### config.mk
export PLATFORM = sky130hd
export DESIGN_NAME = gamma_reg_packer
export DESIGN_NICKNAME = d
export VERILOG_FILES = /design/src/rtl/gamma_pkg.sv /design/src/rtl/gamma_store.sv /design/src/rtl/gamma_pack.sv /design/src/rtl/gamma_seq.sv /design/src/rtl/gamma_reg_packer.sv
export SDC_FILE = /design/constraint.sdc
export NUM_CORES = 1
export LEC_CHECK = 0
export BUFFER_PORTS_ARGS = -buffer_cell sky130_fd_sc_hd__buf_2
export CORE_UTILIZATION = 49
export DETAILED_ROUTE_END_ITERATION = 8
export MAX_ROUTING_LAYER = met4
export PLACE_DENSITY = 0.76
export SYNTH_ARGS = -nofsm -noshare
export SYNTH_HDL_FRONTEND = slang
export SYNTH_SLANG_ARGS = --single-unit
### constraint.sdc
create_clock -name clk -period 2.06 [get_ports clk]
set_input_delay 0.309 -clock clk [delete_from_list [all_inputs] [get_ports clk]]
set_output_delay 0.309 -clock clk [all_outputs]
set_load 0.01 [all_outputs]
### src/rtl/gamma_pkg.sv
package gamma_pkg;

  localparam int unsigned DEF_NPTS = 12;
  localparam int unsigned DEF_PW   = 10;

  typedef enum logic [1:0] {
    SQ_IDLE = 2'd0,
    SQ_RUN  = 2'd1,
    SQ_FIN  = 2'd2
  } seq_state_e;

  function automatic int unsigned default_point(input int unsigned idx);
    case (idx)
      0:  return 105;
      1:  return 315;
      2:  return 381;
      3:  return 431;
      4:  return 490;
      5:  return 537;
      6:  return 579;
      7:  return 686;
      8:  return 780;
      9:  return 837;
      10: return 880;
      default: return 1023;
    endcase
  endfunction

  function automatic logic [DEF_NPTS*DEF_PW-1:0] default_curve();
    logic [DEF_NPTS*DEF_PW-1:0] c;
    c = '0;
    for (int i = 0; i < DEF_NPTS; i++) begin
      c[i*DEF_PW +: DEF_PW] = DEF_PW'(default_point(i));
    end
    return c;
  endfunction

endpackage

### src/rtl/gamma_store.sv
module gamma_store #(
  parameter int unsigned NPTS = 12,
  parameter int unsigned PW   = 10
) (
  input  logic               clk,
  input  logic               rst_n,
  input  logic               idle_i,
  input  logic               load_i,
  input  logic [NPTS*PW-1:0] curve_i,
  output logic [NPTS*PW-1:0] curve_o
);

  localparam int unsigned CW = NPTS * PW;
  localparam logic [CW-1:0] RST_CURVE = CW'(gamma_pkg::default_curve());

  logic          ld_en;
  logic [CW-1:0] curve_d;
  logic [CW-1:0] curve_q;

  assign ld_en = load_i & idle_i;

  always_comb begin
    curve_d = curve_q;
    if (ld_en) curve_d = curve_i;
  end

  always_ff @(posedge clk or negedge rst_n) begin
    if (!rst_n) curve_q <= RST_CURVE;
    else        curve_q <= curve_d;
  end

  assign curve_o = curve_q;

  AST_LOAD_BLOCKED: assert property (@(posedge clk) disable iff (!rst_n)
    !idle_i |=> $stable(curve_q));

  AST_LOAD_TAKEN: assert property (@(posedge clk) disable iff (!rst_n)
    (idle_i && load_i) |=> (curve_q == $past(curve_i)));

endmodule

### src/rtl/gamma_pack.sv
module gamma_pack #(
  parameter int unsigned NPTS    = 12,
  parameter int unsigned PW      = 10,
  parameter int unsigned DW      = 8,
  parameter int unsigned AW      = 8,
  parameter int unsigned HI_BASE = 'h11,
  parameter int unsigned LO_BASE = 'h14,
  parameter int unsigned SW      = 4
) (
  input  logic [NPTS*PW-1:0] curve_i,
  input  logic [SW-1:0]      step_i,
  output logic [AW-1:0]      addr_o,
  output logic [DW-1:0]      data_o
);

  localparam int unsigned HB  = PW - DW;
  localparam int unsigned PER = DW / HB;
  localparam int unsigned NHI = NPTS / PER;

  wire [DW-1:0] hi_byte [NHI];
  wire [DW-1:0] lo_byte [NPTS];

  for (genvar g = 0; g < NHI; g++) begin : g_hi
    for (genvar s = 0; s < PER; s++) begin : g_slot
      assign hi_byte[g][DW-1-s*HB -: HB] = curve_i[(g*PER+s)*PW + DW +: HB];
    end
  end

  for (genvar p = 0; p < NPTS; p++) begin : g_lo
    assign lo_byte[p] = curve_i[p*PW +: DW];
  end

  always_comb begin
    addr_o = '0;
    data_o = '0;
    if (step_i < SW'(NHI)) begin
      addr_o = AW'(HI_BASE) + AW'(step_i);
      for (int k = 0; k < NHI; k++) begin
        if (step_i == SW'(k)) data_o = hi_byte[k];
      end
    end else begin
      addr_o = AW'(LO_BASE) + AW'(step_i - SW'(NHI));
      for (int k = 0; k < NPTS; k++) begin
        if (step_i == SW'(k + NHI)) data_o = lo_byte[k];
      end
    end
  end

endmodule

### src/rtl/gamma_seq.sv
module gamma_seq #(
  parameter int unsigned NWR = 15,
  parameter int unsigned SW  = 4
) (
  input  logic          clk,
  input  logic          rst_n,
  input  logic          start_i,
  input  logic          wr_ready_i,
  output logic          wr_valid_o,
  output logic          done_o,
  output logic          idle_o,
  output logic [SW-1:0] step_o
);

  import gamma_pkg::*;

  localparam logic [SW-1:0] LAST = SW'(NWR - 1);

  seq_state_e    state_d, state_q;
  logic [SW-1:0] step_d, step_q;

  always_comb begin
    state_d = state_q;
    step_d  = step_q;
    case (state_q)
      SQ_IDLE: begin
        if (start_i) begin
          state_d = SQ_RUN;
          step_d  = '0;
        end
      end
      SQ_RUN: begin
        if (wr_ready_i) begin
          if (step_q == LAST) begin
            state_d = SQ_FIN;
            step_d  = '0;
          end else begin
            step_d = step_q + SW'(1);
          end
        end
      end
      SQ_FIN:  state_d = SQ_IDLE;
      default: state_d = SQ_IDLE;
    endcase
  end

  always_ff @(posedge clk or negedge rst_n) begin
    if (!rst_n) begin
      state_q <= SQ_IDLE;
      step_q  <= '0;
    end else begin
      state_q <= state_d;
      step_q  <= step_d;
    end
  end

  assign wr_valid_o = (state_q == SQ_RUN);
  assign done_o     = (state_q == SQ_FIN);
  assign idle_o     = (state_q == SQ_IDLE);
  assign step_o     = step_q;

  AST_DONE_SINGLE: assert property (@(posedge clk) disable iff (!rst_n)
    done_o |=> !done_o);

  AST_DONE_AFTER_ACCEPT: assert property (@(posedge clk) disable iff (!rst_n)
    done_o |-> $past(wr_valid_o && wr_ready_i));

  AST_STEP_BOUND: assert property (@(posedge clk) disable iff (!rst_n)
    wr_valid_o |-> (step_q <= LAST));

  AST_BUSY_START: assert property (@(posedge clk) disable iff (!rst_n)
    (wr_valid_o && !wr_ready_i) |=> (wr_valid_o && $stable(step_q)));

endmodule

### src/rtl/gamma_reg_packer.sv
module gamma_reg_packer #(
  parameter int unsigned NPTS    = gamma_pkg::DEF_NPTS,
  parameter int unsigned PW      = gamma_pkg::DEF_PW,
  parameter int unsigned DW      = 8,
  parameter int unsigned AW      = 8,
  parameter int unsigned HI_BASE = 'h11,
  parameter int unsigned LO_BASE = 'h14
) (
  input  logic               clk,
  input  logic               rst_n,
  input  logic               start_i,
  input  logic               load_i,
  input  logic [NPTS*PW-1:0] curve_i,
  output logic               wr_valid_o,
  input  logic               wr_ready_i,
  output logic [AW-1:0]      wr_addr_o,
  output logic [DW-1:0]      wr_data_o,
  output logic               done_o
);

  localparam int unsigned HB  = PW - DW;
  localparam int unsigned PER = DW / HB;
  localparam int unsigned NHI = NPTS / PER;
  localparam int unsigned NWR = NHI + NPTS;
  localparam int unsigned SW  = $clog2(NWR);

  logic               idle;
  logic [SW-1:0]      step;
  logic [NPTS*PW-1:0] curve;

  gamma_store #(.NPTS(NPTS), .PW(PW)) u_store (
    .clk     (clk),
    .rst_n   (rst_n),
    .idle_i  (idle),
    .load_i  (load_i),
    .curve_i (curve_i),
    .curve_o (curve)
  );

  gamma_seq #(.NWR(NWR), .SW(SW)) u_seq (
    .clk        (clk),
    .rst_n      (rst_n),
    .start_i    (start_i),
    .wr_ready_i (wr_ready_i),
    .wr_valid_o (wr_valid_o),
    .done_o     (done_o),
    .idle_o     (idle),
    .step_o     (step)
  );

  gamma_pack #(
    .NPTS(NPTS), .PW(PW), .DW(DW), .AW(AW),
    .HI_BASE(HI_BASE), .LO_BASE(LO_BASE), .SW(SW)
  ) u_pack (
    .curve_i (curve),
    .step_i  (step),
    .addr_o  (wr_addr_o),
    .data_o  (wr_data_o)
  );

  AST_HOLD_WRITE: assert property (@(posedge clk) disable iff (!rst_n)
    (wr_valid_o && !wr_ready_i) |=>
      (wr_valid_o && $stable(wr_addr_o) && $stable(wr_data_o)));

  AST_PACKED_FIRST: assert property (@(posedge clk) disable iff (!rst_n)
    (wr_valid_o && $past(wr_valid_o && wr_ready_i && (wr_addr_o >= AW'(LO_BASE))))
      |-> (wr_addr_o >= AW'(LO_BASE)));

  AST_FIN_QUIET: assert property (@(posedge clk) disable iff (!rst_n)
    done_o |-> !wr_valid_o);

endmodule

==> flow_summary.ini, run 1 <==
[status]
status = finished, violations left
violations = hold timing, setup timing

[synthesis]
yosys_register_bits = 126
syn_area_sq_um = 6320
synthCells = 533
synth.distinct_cells = 48
async_flop_share_pct = 100
ys_seq_area_share_pct = 51.2
synth_edf_count = 0
synthFlopType = dfstp_2
yosys_warnings = 0
avgSynthCellArea_sq_um = 11.9

[drt]
totalWireLength_microns = 17600
detail_route.wl_per_cell_microns = 19.3
num_vias = 5165
first_iter_violations = 394
firstDrtPassIters = 5
ant_nets = 0
vias_per_cell = 5.65
post-route-drc-count = 0

[finish]
fillers = 919
layout_common_cells = 136 x buf_2, 123 x mux2_2, 68 x dfstp_2, 60 x buf_4, 56 x dfrtp_1
mostFrequentLayoutCell = buf_2
diodes = 0
final_util_pct = 68.8
seqCellArea_sq_um = 3240
area_delta_synth_final_pct = 37.2
multi_input_area_sq_um = 3070
drive_gt1_share_pct = 65.4
fin_nets = 859

[clocking]
cts_buffers = 17
cts_tree = built
clockRootBuffer = clkbuf_16
insertion_delay_ns = 0.42
clk_pin_slew_ns = 0.06
clockBufferDepth = 2
h-tree-depth = 4
clock-sinks = 126

[power_and_ir_drop]
p_sw_mw = 3.65
cellPowerDensity_nw_per_um2 = 1370
combPwrFrac_pct = 35.0
clock_power_share_pct = 28.9
pwr-share-seq_pct = 36.1
sw_frac_of_total_pct = 30.7
p_leak_nw = 3.73
p_int_mw = 8.22
ir_drop_mv = 0.673

[place]
numPortBuffers = 140
place_congestion = 0.886
pre_cts_ws_ns = -0.448
hpwl_microns = 12400

[sta]
clock_skew_ns = 0.00682
setup_tns_ns = -5.94
setup_viol = 12
final_hold_viol_count = 13
finalCritPeriodShare_pct = 137
fmax_mhz = 354
report.final.slew_viol_count = 0
worst_slew_pin_slew_ns = 0.699
setup_slack_ns = -0.762
relSlewSlack_pct = 53.4
fin_crit_ns = 2.82
holdWs_ns = -0.0439
rsz0062_at_grt = yes

[grt]
grt_util_all_layers_pct = 29.2
grt_pass1_wl_microns = 28000
grt_max_degree = 127
grt_pass1_vias = 5324
grt_overflow = 0
antenna_found_initial = 0
globalRouteMet3Util_pct = 4.97
busiest_layer = met2
met2_usage_pct = 45.8
grtUsageMet1_pct = 37.9

[setup_path]
arrival_ns = 2.51
worstPathMaxFanout = 5
start_kind = flop
required_ns = 1.75
crit_path_end_kind = primary output
critPathKind = reg2out

[floorplanning]
placementRows = 41
chipHeight_microns = 116
initial_core_util_pct = 50.1
coreArea_sq_um = 12600
die_area_sq_um = 13400
io_pins = 143
fp.dieW_microns = 116

[run]
maxCapViolCount = 0

[min_path]
hp-class = in2async
[cell type report]
type,count,share of cell area (%)
sequential,126,37.3
tap,172,2.48
timing repair buffer,218,16.6
clock buffer,23,5.85
clock inverter,9,2.05
inverter,7,0.303
multi-input combinational,359,35.4
[worst max-delay path, cell delays in order, from the launching register on]
cell,delay (ns)
dfrtp_1,0.42
buf_6,0.14
ha_4,0.18
buf_6,0.13
nor2b_1,0.12
o211ai_1,0.21
a31oi_2,0.14
a311oi_2,0.27
buf_4,0.17
a2bb2oi_2,0.15
buf_2,0.15
[sequential cells by signal (all words and copies together), names as in the netlist]
register / count
u_seq.state_q: 2
u_seq.step_o: 4
u_store.curve_o: 120
[worst paths after layout]
check	slack, ns	end	cells after the start	start
setup / recovery	-0.76	wr_data_o[2]	10	u_seq.step_o[0]
max in group asynchronous	1.51	u_seq.step_o[1]	2	rst_n
hold / removal	-0.04	u_store.curve_o[44]	2	rst_n
min in group clk	0.11	u_store.curve_o[104]	2	curve_i[104]
setup reg to reg	0.18	u_seq.step_o[3]	9	u_seq.step_o[0]
hold reg to reg	0.51	u_store.curve_o[4]	1	u_store.curve_o[4]
[logic make-up (layout without fill, tap and decap cells)]
kind of cell,Yosys count,in the layout,share of synthesized area [%]
buffers and inverters,49,257,4.20
other,1,2,0.0593
adder cells (fa/ha/maj),5,5,0.990
AO/OA/AOI/OAI,134,134,14.2
flip-flops,126,126,51.2
AND/OR/NAND/NOR,93,93,7.10
XOR/XNOR,1,1,0.139
multiplexers,124,124,22.1
[through the flow]
step	instance area, sq um	cells	total power [mW]
final	8680	914	11.9
after global placement	7630	871	7.71
after detailed placement	7630	871	7.85
after global routing	8680	914	12.4
after CTS	8520	911	11.6
after floorplan	6360	534	6.23
[repair_timing]
action,in CTS,in global routing
endpoints found under the setup margin,16,16
gates resized for setup,40,32
hold buffers,0,0
cloned,0,0
buffers inserted,9,4
pin swaps,9,11
[power by group through the flow]
stage,Clock (mW),Sequential [mW],Combinational [mW]
CTS,3.47,4.27,3.87
global placement,0,4.25,3.45
floorplan,0,3.98,2.25
finish,3.43,4.29,4.15
global route,3.58,4.39,4.47
detailed placement,0,4.29,3.56
[cell usage after synthesis (all sizes together), types with 3 or more instances]
cell type,instances,area share (%)
mux2,123,22
dfstp,68,28
dfrtp,58,23
buf,34,3.3
a21oi,29,2.3
o21ai,29,2.3
nand2,28,1.7
nor2,23,1.4
nor2b,14,1.4
a221oi,11,1.5
o22ai,10,0.99
a22oi,9,1.1
clkbuf,8,0.49
nor3,8,0.63
inv,7,0.42
nand2b,7,0.69
o211ai,7,0.83
a221o,6,0.95
a31oi,5,0.49
ha,5,0.99
a311oi,4,0.55
a22o,3,0.42
o2111ai,3,0.42
[layer usage]
metal  share of wire [%]  vias to the layer above  routed length, microns
li1                    -                     2362                       -
met1                  43                     2546                    7550
met2                  49                      218                    8560
met3                 5.8                       39                    1020
met4                 2.7                        0                     482
met5                   0                        -                       0
Note: power is estimated with default switching activity, not from simulation.
==> run 2, diff against run 1 <==
--- a/config.mk
+++ b/config.mk
@@ -6,10 +6,12 @@
 export NUM_CORES = 1
 export LEC_CHECK = 0
 export BUFFER_PORTS_ARGS = -buffer_cell sky130_fd_sc_hd__buf_2
-export CORE_UTILIZATION = 49
+export CORE_UTILIZATION = 51
+export CTS_BUF_LIST = sky130_fd_sc_hd__clkbuf_8
 export DETAILED_ROUTE_END_ITERATION = 8
 export MAX_ROUTING_LAYER = met4
-export PLACE_DENSITY = 0.76
+export PLACE_DENSITY = 0.79
 export SYNTH_ARGS = -nofsm -noshare
 export SYNTH_HDL_FRONTEND = slang
 export SYNTH_SLANG_ARGS = --single-unit
+export TNS_END_PERCENT = 1
==> constraint.sdc (replaced) <==
create_clock -name clk -period 2.06 [get_ports clk]
set_input_delay 0.103 -clock clk [delete_from_list [all_inputs] [get_ports clk]]
set_output_delay 0.103 -clock clk [all_outputs]
set_load 0.01 [all_outputs]
==> flow_summary.ini, run 2 (synthesis results as in run 1) <==
[power_and_ir_drop]
cellPowerDensity_nw_per_um2 = 1150
power_mw = 10.8
ir_drop_mv = 1.04
p_leak_nw = 4.00

[finish]
fillers = 747
area_delta_synth_final_pct = 49.2
layout_common_cells = 139 x buf_2, 123 x mux2_2, 123 x dlygate4sd3_1, 68 x dfstp_2, 57 x dfrtp_1
instances_no_fill = 1010
drive_gt1_share_pct = 53.4
largest_reg_flops = 120
fin_nets = 956
mostFrequentLayoutCell = buf_2

[run]
maxCapViolCount = 0

[clocking]
clockBufferDepth = 2
cts_buffers = 17
cts_tree = built
clk_pin_slew_ns = 0.07
h-tree-depth = 4
insertion_delay_ns = 0.47
clock-sinks = 126
clockRootBuffer = clkbuf_8

[sta]
setup_viol = 11
worst_slew_pin_slew_ns = 0.542
report.final.slew_viol_count = 0
final_hold_viol_count = 0
finalCritPeriodShare_pct = 127
fmax_mhz = 384
relSlewSlack_pct = 63.9
rsz0062_at_grt = yes
setup_slack_ns = -0.546
clock_skew_ns = 0.0209
fin_crit_ns = 2.61

[grt]
grt_overflow = 0
grt_pass1_vias = 6136
antenna_found_initial = 3
grt_pass1_wl_microns = 31800
grt_util_all_layers_pct = 34.5
grt_max_degree = 68

[drt]
detail_route.wl_per_cell_microns = 20.4
num_vias = 5713
vias_per_cell = 5.66
first_iter_violations = 481
firstDrtPassIters = 7
ant_nets = 0
totalWireLength_microns = 20600
post-route-drc-count = 0

[status]
violations = setup timing
status = finished, violations left

[place]
pre_cts_ws_ns = -0.0945
hpwl_microns = 12500
numPortBuffers = 140
placedCellCount = 845
place_congestion = 0.919

[floorplanning]
io_pins = 143
initial_core_util_pct = 52.4
chipHeight_microns = 113
coreArea_sq_um = 12100
die_area_sq_um = 12800
placementRows = 40
fp.dieW_microns = 113

[setup_path]
worstPathMaxFanout = 3
crit_path_end_kind = primary output
arrival_ns = 2.50
slowest_stage = dfrtp_1
required_ns = 1.96
critPathBufInv = 4
crit_path_frequent_cell = buf_4
start_kind = flop
cpPeakStageDelay_ns = 0.41
critPathKind = reg2out
cp_top_family = compound AO/OA/AOI/OAI gates
path_cells = buf_4 -> ha_4 -> buf_12 -> buf_4 -> a221o_1 -> o211ai_1 -> o21ai_0 -> a2bb2oi_2 -> buf_2

[min_path]
hp-class = in2reg
-- run 2: worst paths after layout --
check | endpoint | depth (start not counted) | slack, ns | start
worst max-delay path | wr_data_o[7] | 9 | -0.55 | u_seq.step_o[0]
worst min-delay path | u_seq.step_o[0] | 4 | 0.12 | start_i
worst max register to register | u_seq.step_o[0] | 7 | 0.13 | u_seq.step_o[1]
worst min register to register | u_store.curve_o[40] | 1 | 0.51 | u_store.curve_o[40]
max in group asynchronous | u_store.curve_o[90] | 3 | 1.05 | rst_n
min in group asynchronous | u_store.curve_o[57] | 2 | 0.17 | rst_n
-- run 2: cell type report --
cell class | count | area [sq um] | area share, %
antenna | 3 | 7.51 | 0.0796
inverter | 7 | 26.3 | 0.278
tap | 168 | 210 | 2.23
clock inverter | 12 | 181 | 1.92
timing repair buffer | 315 | 2470 | 26.2
sequential | 126 | 3240 | 34.3
clock buffer | 20 | 275 | 2.92
multi-input combinational | 359 | 3020 | 32.0
-- run 2: power breakdown --
group	internal, mW	switching, mW
Sequential	3.64	0.652
Clock	1.42	1.06
Combinational	2.11	1.92
-- run 2: stage by stage --
stage,util (%),TNS (ns),cell area [sq um],hold slack (ns)
detailed placement,61.5,-0.308,7420,0.128
finish,78.2,-4.09,9440,0.121
CTS,76.4,-4.01,9220,0.0961
global route,78.2,-4.98,9440,0.131
global placement,61.5,-0.167,7420,0.120
floorplan,-,0,6330,-0.193
-- run 2: worst reg2reg max path, stage by stage (launching register included) --
cell and delay, ns:
dfrtp_1 0.39, buf_4 0.15, ha_4 0.17, buf_12 0.15, nand3_1 0.28, nand4b_1 0.28
buf_4 0.22, o21ai_0 0.19
-- run 2: what timing repair did --
action / CTS / global route
hold buffers: 123 / 0
pin swaps: 7 / 10
endpoints found under the hold margin: 145 / 0
endpoints found under the setup margin: 12 / 12
cloned: 1 / 0
setup buffers: 0 / 6
gates resized for setup: 21 / 34
-- run 2: per-layer routing --
metal	track usage, %	vias up	share of wire, %
met5	-	-	0
met4	16.7	0	3.8
met3	6.00	63	6.1
met2	59.4	289	52
met1	39.1	2796	38
li1	-	2565	-
==> run 3, diff against run 2 <==
--- a/config.mk
+++ b/config.mk
@@ -5,6 +5,7 @@
 export SDC_FILE = /design/constraint.sdc
 export NUM_CORES = 1
 export LEC_CHECK = 0
+export ABC_AREA = 1
 export BUFFER_PORTS_ARGS = -buffer_cell sky130_fd_sc_hd__buf_2
 export CORE_UTILIZATION = 51
 export CTS_BUF_LIST = sky130_fd_sc_hd__clkbuf_8
==> flow_summary.ini, run 3 <==
[status]
status = finished, violations left
violations = setup timing

[power_and_ir_drop]
pwr-share-seq_pct = 38.8
p_int_mw = 8.02
cellPowerDensity_nw_per_um2 = 1330
p_leak_nw = 4.64
combPwrFrac_pct = 44.8
ir_drop_mv = 0.669
sw_frac_of_total_pct = 37.0
p_sw_mw = 4.71
clock_power_share_pct = 16.3

[setup_path]
worstPathMaxFanout = 6
critPathKind = reg2out
crit_path_end_kind = primary output
arrival_ns = 2.58
worst-r2r-cell-count = 10
start_kind = flop
regToRegEndpoint = u_seq.step_o[0]
r2r_start = u_seq.step_o[0]
rrSetupSlack_ns = 0.13
required_ns = 1.96

[synthesis]
ys_seq_area_share_pct = 51.1
async_flop_share_pct = 100
synth_most_common_cell = nand2_1
synth.distinct_cells = 33
synthCells = 633
synth_top_area_share_pct = 28.2
avgSynthCellArea_sq_um = 10.0
yosys_warnings = 0
synth.largest_area_cell = dfstp_2
synth_commonest_cells = 164 x nand2_1, 120 x mux2_2, 68 x dfstp_2
synthFlopType = dfstp_2
synth.area.top_cells = dfstp_2 28%, dfrtp_1 23%, mux2_2 21%
syn_area_sq_um = 6340
yosys_register_bits = 126
synth_edf_count = 0

[drt]
firstDrtPassIters = 7
post-route-drc-count = 0
first_iter_violations = 409
ant_nets = 0
vias_per_cell = 5.28
totalWireLength_microns = 20300
detail_route.wl_per_cell_microns = 17.9
num_vias = 5995

[sta]
setup_slack_ns = -0.628
final_hold_viol_count = 0
setup_tns_ns = -5.25
setup_viol = 10
fin_crit_ns = 2.69
report.final.slew_viol_count = 0
clock_skew_ns = 0.0164
finalCritPeriodShare_pct = 130
holdWs_ns = 0.106
rsz0062_at_grt = yes
fmax_mhz = 372

[floorplanning]
placementRows = 40
chipHeight_microns = 113
die_area_sq_um = 12900
coreArea_sq_um = 12100
initial_core_util_pct = 52.5
fp.dieW_microns = 113
io_pins = 143

[finish]
fillers = 703
final_util_pct = 79.2
instances_no_fill = 1136
area_delta_synth_final_pct = 50.8
drive_gt1_share_pct = 51.4
mostFrequentLayoutCell = nand2_1
largest_reg_flops = 120
fin_nets = 1084
layout_common_cells = 146 x nand2_1, 139 x buf_2, 123 x dlygate4sd3_1, 120 x mux2_2, 68 x dfstp_2

[place]
placedCellCount = 960
hpwl_microns = 11700
place_congestion = 0.865
pre_cts_ws_ns = -0.240
numPortBuffers = 140

[grt]
grt_pass1_wl_microns = 31800
grt_overflow = 0
grt_util_all_layers_pct = 33.7
grt_max_degree = 76
antenna_found_initial = 1
grt_pass1_vias = 6400

[clocking]
clockRootBuffer = clkbuf_8
clock-sinks = 126
clk_pin_slew_ns = 0.07
cts_buffers = 17
insertion_delay_ns = 0.48
cts_tree = built
clockBufferDepth = 2
h-tree-depth = 4

[run]
maxCapViolCount = 0

[min_path]
hp-class = in2async
run 3: cell count changes after synthesis, sizes merged, moves of 7 or more:
cell    before  now
nor2        23   56
a22oi        9    0
nand2       28  167
inv          7   39
a21oi       29    8
o22ai       10    3
nand3        2   42
buf         34   18
or2          1   16
nand2b       7    0
nor2b       14    0
o21ai       29    9
a221oi      11    0
run 3: what timing repair did:
item	in CTS	in global routing
gates resized for setup	55	26
buffers inserted	12	6
endpoints found under the hold margin	182	0
hold buffers	123	0
cloned	1	1
setup endpoints to repair	10	10
pin swaps	15	10
run 3: stage by stage:
step           power [mW]  area (sq um)
2_1_floorplan        7.75          6340
3_3_place_gp         9.30          7500
3_5_place_dp         9.52          7500
4_1_cts              12.2          9400
5_1_grt              13.5          9560
6_report             12.7          9560
run 3: logic make-up after synthesis:
logic type | share of synthesized area (%)
AO/OA/AOI/OAI | 2.67
XOR/XNOR | 0.138
adder cells (fa/ha/maj) | 0.987
buffers and inverters | 4.54
flip-flops | 51.1
multiplexers | 21.3
other | 0.0592
AND/OR/NAND/NOR | 19.2
run 3: routing by layer:
metal / up-vias / GRT usage [%] / wire length [microns]
li1: 2721 / - / -
met1: 2871 / 37.9 / 7860
met2: 290 / 56.3 / 10200
met3: 113 / 6.06 / 1120
met4: 0 / 20.0 / 1140
met5: - / - / 0
run 3: area by class of cell:
type,count,area [sq um],share of cell area [%]
Antenna cell,1,2.50,0.0262
Timing Repair Buffer,323,2470,25.8
Clock buffer,19,262,2.74
Sequential cell,126,3240,33.9
Timing Repair inverter,1,7.51,0.0786
Tap cell,168,210,2.20
Clock inverter,13,109,1.14
Inverter,41,169,1.77
Multi-Input combinational cell,444,3090,32.3
run 3: how the worst max path moves through the flow:
stage	to	start
2_1_floorplan	wr_data_o[1]	u_seq.step_o[0]
4_1_cts	wr_data_o[6]	u_seq.step_o[1]
6_report	wr_data_o[0]	u_seq.step_o[1]
3_5_place_dp	wr_data_o[5]	u_seq.step_o[1]
5_1_grt	wr_data_o[6]	u_seq.step_o[0]
3_3_place_gp	wr_data_o[3]	u_seq.step_o[0]
run 3: power by group through the flow:
stage	clock, mW	sequential [mW]	combinational (mW)
finish	2.08	4.94	5.71
detailed placement	0	4.85	4.67
CTS	2.06	4.84	5.28
global route	2.20	5.05	6.22
floorplan	0	4.56	3.19
global placement	0	4.77	4.53
run 3: critical path: stages, from the launching register on:
cell,delay [ns]
dfrtp_2,0.47
ha_4,0.19
inv_2,0.06
nor2_4,0.23
nand2_1,0.10
nand3_1,0.08
nand2_1,0.10
nand2_1,0.09
nand2_1,0.06
nand2_1,0.06
nand2_1,0.06
nand2_1,0.07
nand3_2,0.09
nand3_2,0.07
nand2_1,0.05
nand2_1,0.09
nand2_1,0.06
nand2_1,0.06
buf_2,0.13
